===== config.mk =====
export PLATFORM = sky130hd
export DESIGN_NAME = avx_word_tx
export DESIGN_NICKNAME = d
export VERILOG_FILES = /design/src/rtl/avx_tx_pkg.sv /design/src/rtl/avx_tx_fifo.sv /design/src/rtl/avx_tx_format.sv /design/src/rtl/avx_tx_seq.sv /design/src/rtl/avx_word_tx.sv
export SDC_FILE = /design/constraint.sdc
export NUM_CORES = 1
export LEC_CHECK = 0
export BUFFER_PORTS_ARGS = -buffer_cell sky130_fd_sc_hd__buf_2
export CAP_MARGIN = 40
export CORE_AREA = 2 2 124 186
export DETAILED_ROUTE_END_ITERATION = 16
export DIE_AREA = 0 0 126 188
export PLACE_DENSITY = 0.77
export REMOVE_ABC_BUFFERS = 1
export SLEW_MARGIN = 20
export SYNTH_ARGS = -nofsm -noshare
export SYNTH_HDL_FRONTEND = slang
export SYNTH_SLANG_ARGS = --single-unit

===== constraint.sdc =====
create_clock -name clk -period 6.16 [get_ports clk]
set_clock_uncertainty 0.1 [all_clocks]
set_input_delay 0.616 -clock clk [delete_from_list [all_inputs] [get_ports clk]]
set_output_delay 0.616 -clock clk [all_outputs]
set_load 0.005 [all_outputs]

===== src/rtl/avx_tx_pkg.sv =====
package avx_tx_pkg;

    typedef enum logic [1:0] {
        ST_IDLE  = 2'd0,
        ST_MARK  = 2'd1,
        ST_SPACE = 2'd2,
        ST_GAP   = 2'd3
    } tx_state_t;

    // Packed so that parity_even sits at bit 0 of the configuration input.
    typedef struct packed {
        logic loopback;
        logic par_as_data;
        logic short_word;
        logic parity_even;
    } tx_cfg_t;

    localparam int unsigned LABEL_BITS = 8;
    localparam int unsigned SHORT_BITS = 25;

endpackage


===== src/rtl/avx_tx_fifo.sv =====
module avx_tx_fifo #(
    parameter  int WIDTH = 32,
    parameter  int DEPTH = 8,
    localparam int AW    = (DEPTH > 1) ? $clog2(DEPTH) : 1,
    localparam int CW    = $clog2(DEPTH + 1)
) (
    input  logic             clk,
    input  logic             rst_n,
    input  logic             push,
    input  logic [WIDTH-1:0] push_data,
    input  logic             pop,
    output logic [WIDTH-1:0] head,
    output logic             empty,
    output logic             full,
    output logic [CW-1:0]    count,
    output logic             overflow
);

    logic [WIDTH-1:0] mem [DEPTH];
    logic [AW-1:0]    wr_ptr;
    logic [AW-1:0]    rd_ptr;
    logic             do_push;
    logic             do_pop;

    assign full    = (count == CW'(DEPTH));
    assign empty   = (count == '0);
    assign do_push = push && !full;
    assign do_pop  = pop && !empty;
    assign head    = mem[rd_ptr];

    function automatic logic [AW-1:0] bump(input logic [AW-1:0] p);
        return (p == AW'(DEPTH - 1)) ? '0 : p + 1'b1;
    endfunction

    always_ff @(posedge clk) begin
        if (do_push) begin
            mem[wr_ptr] <= push_data;
        end
    end

    always_ff @(posedge clk or negedge rst_n) begin
        if (!rst_n) begin
            wr_ptr   <= '0;
            rd_ptr   <= '0;
            count    <= '0;
            overflow <= 1'b0;
        end else begin
            if (do_push) begin
                wr_ptr <= bump(wr_ptr);
            end
            if (do_pop) begin
                rd_ptr <= bump(rd_ptr);
            end
            unique case ({do_push, do_pop})
                2'b10:   count <= count + 1'b1;
                2'b01:   count <= count - 1'b1;
                default: count <= count;
            endcase
            if (push && full) begin
                overflow <= 1'b1;
            end
        end
    end

endmodule


===== src/rtl/avx_tx_format.sv =====
module avx_tx_format
    import avx_tx_pkg::*;
#(
    parameter  int WIDTH = 32,
    localparam int IW    = $clog2(WIDTH)
) (
    input  logic [WIDTH-1:0] word,
    input  tx_cfg_t          cfg,
    output logic [WIDTH-1:0] frame,
    output logic [IW-1:0]    last_idx
);

    // frame[0] is sent first; the label is mirrored so its top bit leads.
    logic [WIDTH-1:0] mirrored;
    logic [WIDTH-1:0] par_mask;
    logic             ones_odd;
    logic             par_bit;

    genvar g;
    generate
        for (g = 0; g < WIDTH; g++) begin : g_order
            if (g < int'(LABEL_BITS)) begin : g_label
                assign mirrored[g] = word[LABEL_BITS - 1 - g];
            end else begin : g_body
                assign mirrored[g] = word[g];
            end
        end
    endgenerate

    always_comb begin
        par_mask = '0;
        for (int i = 0; i < WIDTH; i++) begin
            if (cfg.short_word) begin
                par_mask[i] = (i < int'(SHORT_BITS) - 1);
            end else begin
                par_mask[i] = (i < WIDTH - 1);
            end
        end
        ones_odd = ^(word & par_mask);
        par_bit  = cfg.parity_even ? ones_odd : ~ones_odd;

        frame = mirrored;
        if (cfg.short_word) begin
            for (int i = int'(SHORT_BITS); i < WIDTH; i++) begin
                frame[i] = 1'b0;
            end
            frame[SHORT_BITS-1] = cfg.par_as_data ? word[SHORT_BITS-1] : par_bit;
            last_idx = IW'(SHORT_BITS - 1);
        end else begin
            frame[WIDTH-1] = par_bit;
            last_idx = IW'(WIDTH - 1);
        end
    end

endmodule


===== src/rtl/avx_tx_seq.sv =====
module avx_tx_seq
    import avx_tx_pkg::*;
#(
    parameter  int WIDTH      = 32,
    parameter  int GAP_HALVES = 8,
    localparam int IW         = $clog2(WIDTH),
    localparam int GW         = (GAP_HALVES > 1) ? $clog2(GAP_HALVES) : 1
) (
    input  logic             clk,
    input  logic             rst_n,
    input  logic             half_tick,
    input  logic             enable,
    input  logic             avail,
    input  logic [WIDTH-1:0] frame,
    input  logic [IW-1:0]    last_idx,
    output logic             pop,
    output logic             mark_hi,
    output logic             mark_lo,
    output logic             busy,
    output tx_state_t        state
);

    tx_state_t        state_n;
    logic [WIDTH-1:0] shreg, shreg_n;
    logic [IW-1:0]    bit_idx, idx_n;
    logic [IW-1:0]    last_q, last_n;
    logic [GW-1:0]    gap_cnt, gap_n;
    logic             may_launch;

    assign may_launch = enable && avail;

    // State register process.
    always_ff @(posedge clk or negedge rst_n) begin
        if (!rst_n) begin
            state   <= ST_IDLE;
            shreg   <= '0;
            bit_idx <= '0;
            last_q  <= '0;
            gap_cnt <= '0;
        end else begin
            state   <= state_n;
            shreg   <= shreg_n;
            bit_idx <= idx_n;
            last_q  <= last_n;
            gap_cnt <= gap_n;
        end
    end

    // Next-state process.
    always_comb begin
        state_n = state;
        shreg_n = shreg;
        idx_n   = bit_idx;
        last_n  = last_q;
        gap_n   = gap_cnt;
        pop     = 1'b0;
        unique case (state)
            ST_IDLE: begin
                if (half_tick && may_launch) begin
                    pop     = 1'b1;
                    state_n = ST_MARK;
                    shreg_n = frame;
                    idx_n   = '0;
                    last_n  = last_idx;
                end
            end
            ST_MARK: begin
                if (half_tick) begin
                    state_n = ST_SPACE;
                end
            end
            ST_SPACE: begin
                if (half_tick) begin
                    if (bit_idx == last_q) begin
                        state_n = ST_GAP;
                        gap_n   = '0;
                    end else begin
                        state_n = ST_MARK;
                        shreg_n = shreg >> 1;
                        idx_n   = bit_idx + 1'b1;
                    end
                end
            end
            ST_GAP: begin
                if (half_tick) begin
                    if (gap_cnt == GW'(GAP_HALVES - 1)) begin
                        if (may_launch) begin
                            pop     = 1'b1;
                            state_n = ST_MARK;
                            shreg_n = frame;
                            idx_n   = '0;
                            last_n  = last_idx;
                        end else begin
                            state_n = ST_IDLE;
                        end
                    end else begin
                        gap_n = gap_cnt + 1'b1;
                    end
                end
            end
            default: state_n = ST_IDLE;
        endcase
    end

    // Output process.
    always_comb begin
        mark_hi = 1'b0;
        mark_lo = 1'b0;
        busy    = 1'b0;
        unique case (state)
            ST_MARK: begin
                mark_hi = shreg[0];
                mark_lo = !shreg[0];
                busy    = 1'b1;
            end
            ST_SPACE: busy = 1'b1;
            default: begin
                mark_hi = 1'b0;
                mark_lo = 1'b0;
            end
        endcase
    end

endmodule


===== src/rtl/avx_word_tx.sv =====
module avx_word_tx
    import avx_tx_pkg::*;
#(
    parameter  int WORD_W   = 32,
    parameter  int DEPTH    = 8,
    parameter  int GAP_BITS = 4,
    localparam int CW       = $clog2(DEPTH + 1),
    localparam int IW       = $clog2(WORD_W)
) (
    input  logic              clk,
    input  logic              rst_n,
    input  logic              half_tick,
    input  logic              cfg_wr,
    input  logic [3:0]        cfg_in,
    input  logic              wr_en,
    input  logic [WORD_W-1:0] wr_word,
    input  logic              tx_enable,
    output logic              line_hi,
    output logic              line_lo,
    output logic              loop_hi,
    output logic              loop_lo,
    output logic              tx_ready,
    output logic              ovf
);

    tx_cfg_t           cfg_q;
    logic [WORD_W-1:0] head;
    logic              empty;
    logic              full;
    logic [CW-1:0]     fifo_count;
    logic              pop;
    logic [WORD_W-1:0] frame;
    logic [IW-1:0]     last_idx;
    logic              mark_hi;
    logic              mark_lo;
    logic              busy;
    tx_state_t         seq_state;
    logic              loop_sel;

    always_ff @(posedge clk or negedge rst_n) begin
        if (!rst_n) begin
            cfg_q <= '0;
        end else if (cfg_wr) begin
            cfg_q <= tx_cfg_t'(cfg_in);
        end
    end

    avx_tx_fifo #(.WIDTH(WORD_W), .DEPTH(DEPTH)) u_fifo (
        .clk      (clk),
        .rst_n    (rst_n),
        .push     (wr_en),
        .push_data(wr_word),
        .pop      (pop),
        .head     (head),
        .empty    (empty),
        .full     (full),
        .count    (fifo_count),
        .overflow (ovf)
    );

    avx_tx_format #(.WIDTH(WORD_W)) u_format (
        .word    (head),
        .cfg     (cfg_q),
        .frame   (frame),
        .last_idx(last_idx)
    );

    avx_tx_seq #(.WIDTH(WORD_W), .GAP_HALVES(2 * GAP_BITS)) u_seq (
        .clk      (clk),
        .rst_n    (rst_n),
        .half_tick(half_tick),
        .enable   (tx_enable),
        .avail    (!empty),
        .frame    (frame),
        .last_idx (last_idx),
        .pop      (pop),
        .mark_hi  (mark_hi),
        .mark_lo  (mark_lo),
        .busy     (busy),
        .state    (seq_state)
    );

    assign loop_sel = cfg_q.loopback;
    assign line_hi  = mark_hi && !loop_sel;
    assign line_lo  = mark_lo && !loop_sel;
    assign loop_hi  = mark_hi && loop_sel;
    assign loop_lo  = mark_lo && loop_sel;
    assign tx_ready = empty && !busy;

endmodule


==> out/summary.txt, run 1 <==
Outcome: complete, no violations
First-pass GRT wire length: 40930 um
CP arrival: 3.99 ns
Max layer used: met4
# diodes: 0
Final Hold Fails: 0
TritonCTS clock tree: yes
Initial Utilization: 59.12%
Post-CTS sizing: 0
WP data required: 6.45 ns
DR WL met2: 13950 um
Row count: 67
Post-synthesis instance total: 776
Clk sinks: 307
Post-synthesis average cell area: 16.86 um2
Synthesized cell area: 13080 um2
Max-slew headroom: 51.45%
Post-synth EDFFs: 248
Via density: 6.198
Initial antenna violation count: 0
Hpwl dp: 15150 um
Setup Crit Path Kind: flip-flop to flip-flop
Die area: 23690 um2
Post-CTS setup buffer count: 0
# H-tree levels: 1
Fin crit period: 3.693 ns
Routed via count: 7047
Register area share after synthesis: 68.20%
TNS Setup: 0 ns
Async SR Flop Fraction: 19.22%
Max clock buf depth: 3
Routed Antenna Nets: 0
Root Driver: clkbuf_16
Yosys reg bits: 307
Max rail drop VDD: 0.0005029 V
Power density cells: 545.3 nW/um2
# IOs: 48
Drt first pass iters: 7
Die width: 126 um
Fmax achieved: 0.2708 GHz
Critical Path Sink Type: flip-flop
Total grt overflow: 0
HP Class: input pin to flip-flop
CP startpoint kind: flip-flop
Final Cycle Share: 59.95%
Clock slew at reported path FFs: 0.07 ns
Height of the die: 188 um
Largest net degree at the start of global routing: 70
Area growth syn-to-layout: 13.15%
IO buf count: 46
Routed WL: 26340 um
Floorplan core area: 22130 um2
Fill cell count: 1436
Nets@finish: 897
Total power: 8.072 mW
Critical Path Fanout Max: 19
Commonest non-fill, non-tap cell in the layout: edfxtp_1
Wire per inst: 23.17 um
Slew Viols, Final: 0
Total of warnings raised by yosys: 0
Most frequent cells in the layout: edfxtp_1 (248), nand2_1 (58), dfrtp_1 (56)
Endpoints failing setup: 0
Share of cells above drive strength 1: 23.11%
Leak pwr: 5.380 nW
Synth unique cells: 45
Metal3 WL: 1315 um
Slew @ Worst Pin: 0.7227 ns
Num CTS Buffers: 28
Vias in the first global route: 7409
Routability cong.: 0.7946
Max Cap Viol: 0
RSZ-0062 raised after global routing: false
DR DRC count: 0
Main synth FF type: edfxtp_1
Latest clock arrival within the worst-skew pair: 0.54 ns
Tot GR Track Use: 22.52%
DR iter-0 viols: 580
M1 WL: 10160 um
layer usage:
layer | track usage [%] | vias up
met1 | 28.65 | 3626
met5 | 0 | -
met3 | 2.825 | 64
met2 | 39.41 | 233
met4 | 9.129 | 0
li1 | - | 3124
logic make-up (layout without fill, tap and decap cells):
| family | Yosys count | after routing | synth area share (%) |
|---|---|---|---|
| compound gates | 102 | 102 | 4.476 |
| xor+xnor | 58 | 58 | 4.303 |
| fa+ha+maj | 16 | 16 | 1.587 |
| buf+inv | 43 | 128 | 1.635 |
| flops | 307 | 307 | 68.20 |
| mux | 116 | 116 | 15.31 |
| simple gates | 134 | 134 | 4.485 |
power by group:
part | internal [mW] | leakage (nW) | switching (mW) | total [mW]
sequential | 2.68 | 2.98 | 0.252 | 2.93
combinational | 1.58 | 1.88 | 1.63 | 3.21
clock | 1.19 | 0.516 | 0.737 | 1.93
final timing paths:
path,startpoint,endpoint,slack (ns),depth (start not counted)
setup / recovery,u_fifo.rd_ptr[0],u_seq.shreg[24],2.47,10
hold / removal,cfg_in[0],cfg_q[0],0.22,2
setup reg to reg,u_fifo.rd_ptr[0],u_seq.shreg[24],2.47,10
hold reg to reg,u_fifo.overflow,u_fifo.overflow,0.38,1
max in group asynchronous,rst_n,u_seq.shreg[4],5.10,4
min in group asynchronous,rst_n,u_seq.state[0],0.38,3
flip-flops by register name, summed over array words and instances (netlist names):
register / cells
cfg_q: 3
u_fifo.mem: 248
u_seq.gap_cnt: 3
u_seq.shreg: 32
u_fifo.overflow: 1
u_fifo.count: 4
u_seq.state: 2
u_fifo.wr_ptr: 3
u_fifo.rd_ptr: 3
loop_sel: 1
u_seq.bit_idx: 5
u_seq.last_q: 2
critical path, cell delays in order (launching register included):
cell      delay [ns]
dfrtp_2         0.54
buf_12          0.23
inv_2           0.47
nor2_1          0.13
a221oi_1        0.49
xnor3_1         0.44
xnor3_1         0.39
xnor2_1         0.20
xnor3_1         0.25
nor3_1          0.18
o31ai_1         0.10
through the flow:
step                      cells  utilization (%)  hold slack, ns  cell area (um2)  worst slack, ns
after floorplan             742                -          0.2204            12900            1.667
after global placement     1080            61.72          0.3519            13660            2.216
after detailed placement   1081            61.81          0.3544            13680            2.174
after CTS                  1133            66.54          0.1539            14730            2.140
after global routing       1137            66.89          0.2136            14800            2.283
final                      1137            66.89          0.2168            14800            2.467
Yosys cell counts (all sizes together) (17+ instances only):
master,instances,area [um2]
a21oi,40,200.2
buf,20,127.6
dfrtp,59,1476
edfxtp,248,7447
mux2,17,191.4
mux2i,38,392.9
mux4,61,1419
nand2,58,217.7
nor2,34,127.6
o21ai,38,190.2
xnor2,23,201.4
xor2,31,271.5
what timing repair did:
| item | CTS | global route |
|---|---|---|
| hold endpoints to repair | 0 | 1 |
| hold buffers | 0 | 1 |
| endpoints found under the setup margin | 0 | 0 |
area by class of cell:
cell class	instances	area (um2)	area share, %
sequential	307	8927	60.30
multi-input combinational	426	4003	27.04
clock buffer	31	733.2	4.953
timing repair buffer	67	447.9	3.026
tap	276	345.3	2.333
clock inverter	21	314.1	2.121
inverter	9	33.78	0.2282
Power figures use the tool's default switching activity.
==> run 2: changes to the inputs <==
--- a/config.mk
+++ b/config.mk
@@ -7,10 +7,10 @@
 export LEC_CHECK = 0
 export BUFFER_PORTS_ARGS = -buffer_cell sky130_fd_sc_hd__buf_2
 export CAP_MARGIN = 40
-export CORE_AREA = 2 2 124 186
+export CORE_AREA = 2 2 128 193
 export DETAILED_ROUTE_END_ITERATION = 16
-export DIE_AREA = 0 0 126 188
-export PLACE_DENSITY = 0.77
+export DIE_AREA = 0 0 130 195
+export PLACE_DENSITY = 0.75
 export REMOVE_ABC_BUFFERS = 1
 export SLEW_MARGIN = 20
 export SYNTH_ARGS = -nofsm -noshare
==> constraint.sdc (replaced) <==
create_clock -name clk -period 3.2 [get_ports clk]
set_clock_uncertainty 0.1 [all_clocks]
set_input_delay 0.32 -clock clk [delete_from_list [all_inputs] [get_ports clk]]
set_output_delay 0.32 -clock clk [all_outputs]
set_load 0.005 [all_outputs]
==> run 2 against run 1 <==
Effect of this change:
- the flow now finishes with violations (negative setup slack)
- combinational power is 120% higher
- worst setup slack worse by 2.5 ns
- first-iteration DRC count shrank 10%
- sequential power grew 90%
- fmax grew 14%
- final cell count up 11%
- critical path depth grew 1
- hold slack worse by 0.18 ns
- die area grew 7.0%
- global-route usage shrank 0.94 points
- via count is 2.5% higher
- largest power group unchanged
==> out/summary.txt, run 2 (same netlist as run 1, synthesis figures left out) <==
RR Endpoint: u_seq.shreg[24] (unchanged)
Initial Utilization: 55.51% (was 59.12%)
Root Driver: clkbuf_16 (unchanged)
Height of the die: 195 um (was 188 um)
Reg2reg path depth: 11 (was 10)
Max reg flops: 248 (unchanged)
Delay-heaviest family, CP: XOR/XNOR gates (unchanged)
Max clock buf depth: 3 (unchanged)
Fmax achieved: 0.3089 GHz (was 0.2708 GHz)
Setup Crit Path Kind: flip-flop to flip-flop (unchanged)
TritonCTS clock tree: yes (unchanged)
IO buf count: 46 (unchanged)
Worst path most repeated cell: xnor2_2 (was xnor3_1)
Slowest CP cell: mux4_2 (was dfrtp_2)
Non-Filler Instances: 1265 (was 1137)
DR DRC count: 0 (unchanged)
Worst R2R Setup Slack: -0.04 ns (was 2.47 ns)
Buf/Inv on CP: 2 (unchanged)
DP Cell Count: 1158 (was 1081)
Most flop-heavy register: u_fifo.mem (unchanged)
Critical Path Fanout Max: 8 (was 19)
Most frequent cells in the layout: edfxtp_1 (248), nand2_1 (58), mux4_2 (57) (was edfxtp_1 (248), nand2_1 (58), dfrtp_1 (56))
Routed Antenna Nets: 0 (unchanged)
Area growth syn-to-layout: 19.34% (was 13.15%)
Fill cell count: 1574 (was 1436)
Routed via count: 7223 (was 7047)
Failing checks: negative setup slack
Nets@finish: 981 (was 897)
Commonest non-fill, non-tap cell in the layout: edfxtp_1 (unchanged)
Hpwl dp: 16450 um (was 15150 um)
Clk sinks: 307 (unchanged)
Via density: 5.710 (was 6.198)
Max Cap Viol: 0 (unchanged)
Die area: 25350 um2 (was 23690 um2)
CP arrival: 3.59 ns (was 3.99 ns)
PnR worst setup slack: -0.03692 ns (was 2.467 ns)
Final Hold Fails: 0 (unchanged)
Die width: 130 um (was 126 um)
Total power: 16.01 mW (was 8.072 mW)
Slew Viols, Final: 0 (unchanged)
Clock slew at reported path FFs: 0.07 ns (about the same)
Slew @ Worst Pin: 0.6791 ns (was 0.7227 ns)
CP startpoint kind: flip-flop (unchanged)
# IOs: 48 (unchanged)
# H-tree levels: 1 (unchanged)
Power density cells: 1025 nW/um2 (was 545.3 nW/um2)
HP Class: input pin to async pin (was input pin to flip-flop)
Max-slew headroom: 54.73% (was 51.45%)
WP data required: 3.55 ns (was 6.45 ns)
Worst-path cell chain: buf_12, buf_4, mux4_2, mux2i_4, xnor2_2, xnor2_2, xnor2_2, xnor3_1, xnor3_1, nor3_2, o31ai_1 (was buf_12, inv_2, nor2_1, a221oi_1, xnor3_1, xnor3_1, xnor2_1, xnor3_1, nor3_1, o31ai_1)
Num CTS Buffers: 28 (unchanged)
Share of cells above drive strength 1: 27.51% (was 23.11%)
Total grt overflow: 0 (unchanged)
DR iter-0 viols: 521 (was 580)
Largest net degree at the start of global routing: 68 (was 70)
Crit-path max cell delay: 0.54 ns (about the same)
Critical Path Sink Type: flip-flop (unchanged)
First-pass GRT wire length: 41500 um (was 40930 um)
Row count: 69 (was 67)
Max rail drop VDD: 0.0006875 V (was 0.0005029 V)
Tot GR Track Use: 21.59% (was 22.52%)
Initial antenna violation count: 1 (was 0)
Leak pwr: 5.705 nW (was 5.380 nW)
Final Cycle Share: 101.2% (was 59.95%)
Wire per inst: 21.35 um (was 23.17 um)
Routed WL: 27010 um (was 26340 um)
Critical R2R Launch: u_fifo.rd_ptr[1] (was u_fifo.rd_ptr[0])
RSZ-0062 raised after global routing: true (was false)
Endpoints failing setup: 1 (was 0)
Drt first pass iters: 4 (was 7)
Latest clock arrival within the worst-skew pair: 0.54 ns (about the same)
Biggest regs: u_fifo.mem x248, u_seq.shreg x32, u_seq.bit_idx x5 (unchanged)
Floorplan core area: 23570 um2 (was 22130 um2)
Fin crit period: 3.237 ns (was 3.693 ns)
Routability cong.: 0.8023 (was 0.7946)
Vias in the first global route: 7881 (was 7409)
Outcome: finished with violations (was complete, no violations)
-- run 2: cell types whose count changed in the layout (fill, tap and decap cells not counted), moves of 6 or more --
cell           change
buf_4             +35
dlygate4sd3_1     +40
mux4_2             +8
bufinv_16          -7
clkinv_2           -6
mux4_1             -8
-- run 2: worst max path at each step --
stage                      from              end  slack [ns]  cells past startpoint
2_1_floorplan  u_fifo.rd_ptr[1]  u_seq.shreg[24]       -1.29                      8
3_3_place_gp   u_fifo.rd_ptr[1]  u_seq.shreg[24]       -0.06                     10
3_5_place_dp   u_fifo.rd_ptr[1]  u_seq.shreg[24]       -0.11                     10
4_1_cts        u_fifo.rd_ptr[1]  u_seq.shreg[24]        0.04                     11
5_1_grt        u_fifo.rd_ptr[1]  u_seq.shreg[24]       -0.10                     11
6_report       u_fifo.rd_ptr[1]  u_seq.shreg[24]       -0.04                     11
-- run 2: timing repair --
action	CTS	global route
hold endpoints to repair	289	0
pin swaps	10	12
hold buffers	41	0
gates cloned	0	0
resized for setup	20	24
setup buffers	6	6
setup endpoints to repair	2	2
-- run 2: layout make-up --
cell class / instances / area [um2] / area share (%)
clock buffers: 41 / 820.8 / 5.257
diodes: 1 / 2.502 / 0.01603
flip-flops and latches: 307 / 8930 / 57.19
inverters: 9 / 38.79 / 0.2484
multi-input cells: 426 / 4094 / 26.22
repair buffers: 151 / 1242 / 7.957
clock inverters: 11 / 86.33 / 0.5529
well taps: 319 / 399.1 / 2.556
-- run 2: metrics by stage --
step | hold slack (ns) | worst slack (ns) | cell area (um2) | util [%] | setup TNS, ns
final | 0.03822 | -0.03692 | 15610 | 66.25 | -0.03692
after global routing | 0.06275 | -0.1048 | 15610 | 66.25 | -0.1907
after CTS | 0.07336 | 0.04297 | 15490 | 65.73 | 0
after detailed placement | 0.3581 | -0.1065 | 14030 | 59.51 | -0.1115
after global placement | 0.3529 | -0.05896 | 14030 | 59.51 | -0.05896
after floorplan | -0.07559 | -1.293 | 12900 | - | -96.28
-- run 2: layer usage --
metal  part of all wire, %  up-vias  GRT usage, %
met3                   4.0       60         2.493
li1                      -     3291             -
met5                     0        -             0
met1                    38     3679         26.37
met4                   3.4        0         8.642
met2                    54      193         38.72
-- run 2: report_power, final --
group	internal [mW]	switching [mW]
clock	1.86	1.40
sequential	5.16	0.416
combinational	3.65	3.52
==> run 3: changes to the inputs <==
--- a/config.mk
+++ b/config.mk
@@ -10,8 +10,9 @@
 export CORE_AREA = 2 2 128 193
 export DETAILED_ROUTE_END_ITERATION = 16
 export DIE_AREA = 0 0 130 195
-export PLACE_DENSITY = 0.75
+export PLACE_DENSITY = 0.85
 export REMOVE_ABC_BUFFERS = 1
+export SKIP_LAST_GASP = 1
 export SLEW_MARGIN = 20
 export SYNTH_ARGS = -nofsm -noshare
 export SYNTH_HDL_FRONTEND = slang
==> constraint.sdc (replaced) <==
create_clock -name clk -period 3.2 [get_ports clk]
set_clock_uncertainty 0.1 [all_clocks]
set_input_delay 0.32 -clock clk [delete_from_list [all_inputs] [get_ports clk]]
set_output_delay 0.32 -clock clk [all_outputs]
set_load 0.05 [all_outputs]
==> run 3 against run 2 <==
Effect of this change:
- the flow still finishes with violations (negative setup slack)
- cell area fell by 0.60%
- clock power fell by 3%
- first-iteration DRC count rose by 14%
- sequential share of layout area rose by 0.33 points
- critical path depth rose by 1
- clock-buffer cell count fell by 12
- register-to-register slack barely moved
- die area did not move
- via count rose by 2.6%
- critical endpoint unchanged
- largest power group unchanged
==> out/summary.txt, run 3 (same netlist as run 1, synthesis figures left out) <==
Non-Filler Instances: 1258 (was 1265)
HP Class: input pin to async pin (unchanged)
Share of cells above drive strength 1: 27.69% (was 27.51%)
Routed WL: 28060 um (was 27010 um)
Row count: 69 (unchanged)
Crit-path max cell delay: 0.48 ns (was 0.54 ns)
DR iter-0 viols: 595 (was 521)
Outcome: finished with violations (unchanged)
# IOs: 48 (unchanged)
Max clock buf depth: 3 (unchanged)
Slew @ Worst Pin: 0.7330 ns (was 0.6791 ns)
Fill cell count: 1465 (was 1574)
Via density: 5.892 (was 5.710)
M1 WL: 10410 um (was 10380 um)
DP Cell Count: 1159 (was 1158)
TritonCTS clock tree: yes (unchanged)
Most flop-heavy register: u_fifo.mem (unchanged)
Total grt overflow: 0 (unchanged)
Tot GR Track Use: 22.63% (was 21.59%)
Initial antenna violation count: 0 (was 1)
Failing checks: negative setup slack (unchanged)
Root Driver: clkbuf_16 (unchanged)
Commonest non-fill, non-tap cell in the layout: edfxtp_1 (unchanged)
# H-tree levels: 1 (unchanged)
IO buf count: 46 (unchanged)
Hold Slack: 0.07673 ns (was 0.03822 ns)
Height of the die: 195 um (unchanged)
Max-slew headroom: 51.13% (was 54.73%)
Slew Viols, Final: 0 (unchanged)
Routability cong.: 0.7638 (was 0.8023)
Most frequent cells in the layout: edfxtp_1 (248), nand2_1 (57), mux4_2 (56), dfrtp_1 (56), buf_4 (52) (was edfxtp_1 (248), nand2_1 (58), mux4_2 (57))
Max rail drop VDD: 0.0009908 V (was 0.0006875 V)
Routed Antenna Nets: 0 (unchanged)
Critical Path Fanout Max: 5 (was 8)
Worst-path cell chain: buf_12, buf_16, buf_6, mux4_2, nor2_2, a221oi_2, xor2_1, xnor3_1, xnor2_1, xnor3_2, nor3_2, o31ai_1 (was buf_12, buf_4, mux4_2, mux2i_4, xnor2_2, xnor2_2, xnor2_2, xnor3_1, xnor3_1, nor3_2, o31ai_1)
Final Hold Fails: 0 (unchanged)
CP arrival: 3.53 ns (was 3.59 ns)
Critical Path Sink Type: flip-flop (unchanged)
Metal3 WL: 1323 um (was 1074 um)
PnR worst setup slack: -0.04557 ns (was -0.03692 ns)
First-pass GRT wire length: 43200 um (was 41500 um)
Power density cells: 1066 nW/um2 (was 1025 nW/um2)
Wire per inst: 22.31 um (was 21.35 um)
Die area: 25350 um2 (unchanged)
Slowest CP cell: xnor3_2 (was mux4_2)
WP data required: 3.49 ns (was 3.55 ns)
TNS Setup: -0.08864 ns (was -0.03692 ns)
Hpwl dp: 16280 um (was 16450 um)
Setup Crit Path Kind: flip-flop to flip-flop (unchanged)
Max Cap Viol: 0 (unchanged)
Largest net degree at the start of global routing: 68 (unchanged)
Delay-heaviest family, CP: XOR/XNOR gates (unchanged)
# diodes: 0 (was 1)
DR WL met2: 15160 um (was 14620 um)
Biggest regs: u_fifo.mem x248, u_seq.shreg x32, u_seq.bit_idx x5 (unchanged)
Die width: 130 um (unchanged)
Final Cycle Share: 101.4% (was 101.2%)
Worst R2R Setup Slack: -0.05 ns (was -0.04 ns)
Clock slew at reported path FFs: 0.07 ns (about the same)
Max reg flops: 248 (unchanged)
Floorplan core area: 23570 um2 (unchanged)
Nets@finish: 978 (was 981)
Drt first pass iters: 4 (unchanged)
Vias in the first global route: 7826 (was 7881)
Clk sinks: 307 (unchanged)
Num CTS Buffers: 27 (was 28)
RSZ-0062 raised after global routing: true (unchanged)
Latest clock arrival within the worst-skew pair: 0.53 ns (was 0.54 ns)
DR DRC count: 0 (unchanged)
Area growth syn-to-layout: 18.62% (was 19.34%)
Fmax achieved: 0.3081 GHz (was 0.3089 GHz)
Initial Utilization: 55.51% (unchanged)
Endpoints failing setup: 2 (was 1)
CP startpoint kind: flip-flop (unchanged)
Leak pwr: 5.642 nW (was 5.705 nW)
Fin crit period: 3.246 ns (was 3.237 ns)
Buf/Inv on CP: 3 (was 2)
Routed via count: 7412 (was 7223)
Max layer used: met4 (unchanged)
Total power: 16.54 mW (was 16.01 mW)
[run 3: power breakdown]
group          switching (mW)  total (mW)  internal (mW)
clock                    1.42        3.15           1.73
sequential              0.434        5.59           5.16
combinational            3.94        7.80           3.86
total                    5.80        16.5           10.7
[run 3: path summary, 6_finish.rpt]
kind                                  startpoint                to  cells after the start
worst max-delay path            u_fifo.rd_ptr[1]   u_seq.shreg[24]                     12
worst min register to register   u_fifo.overflow   u_fifo.overflow                      1
max in group asynchronous                  rst_n  u_seq.gap_cnt[2]                      3
worst max register to register  u_fifo.rd_ptr[1]   u_seq.shreg[24]                     12
worst min-delay path                       rst_n   u_fifo.count[1]                      2
min in group clk                       half_tick  u_seq.gap_cnt[1]                      3
[run 3: final cells by class]
type / count / area, um2 / share of cell area [%]
clock inverters: 19 / 175.2 / 1.129
multi-input cells: 426 / 4079 / 26.28
well taps: 319 / 399.1 / 2.572
flip-flops and latches: 307 / 8927 / 57.52
inverters: 9 / 43.79 / 0.2822
clock buffers: 29 / 683.2 / 4.402
repair buffers: 149 / 1212 / 7.812
[run 3: worst reg2reg max path: cells and delay by family (launching register included)]
kind,cells,cell delay (ns)
simple gates,2,0.20
buf+inv,3,0.40
flops,1,0.45
compound gates,2,0.36
xor+xnor,4,1.27
mux,1,0.34
[run 3: timing repair]
| item | 4_1_cts | 5_1_grt |
|---|---|---|
| pin swaps | 12 | 2 |
| cloned | 1 | 0 |
| hold buffers | 41 | 0 |
| buffers inserted | 8 | 1 |
| resized for setup | 39 | 4 |
| endpoints found under the setup margin | 2 | 2 |
| hold endpoints to repair | 305 | 0 |
[run 3: metrics by stage]
| stage | utilization [%] | setup slack (ns) | area [um2] |
|---|---|---|---|
| 2_1_floorplan | - | -1.293 | 12900 |
| 3_3_place_gp | 59.46 | -0.05687 | 14010 |
| 3_5_place_dp | 59.54 | -0.1412 | 14030 |
| 4_1_cts | 65.75 | -0.02695 | 15500 |
| 5_1_grt | 65.85 | -0.1291 | 15520 |
| 6_report | 65.85 | -0.04557 | 15520 |
[run 3: metal layers]
metal | GRT usage [%] | up-vias
li1 | - | 3285
met3 | 2.658 | 75
met1 | 27.78 | 3784
met4 | 9.757 | 0
met5 | 0 | -
met2 | 40.10 | 268
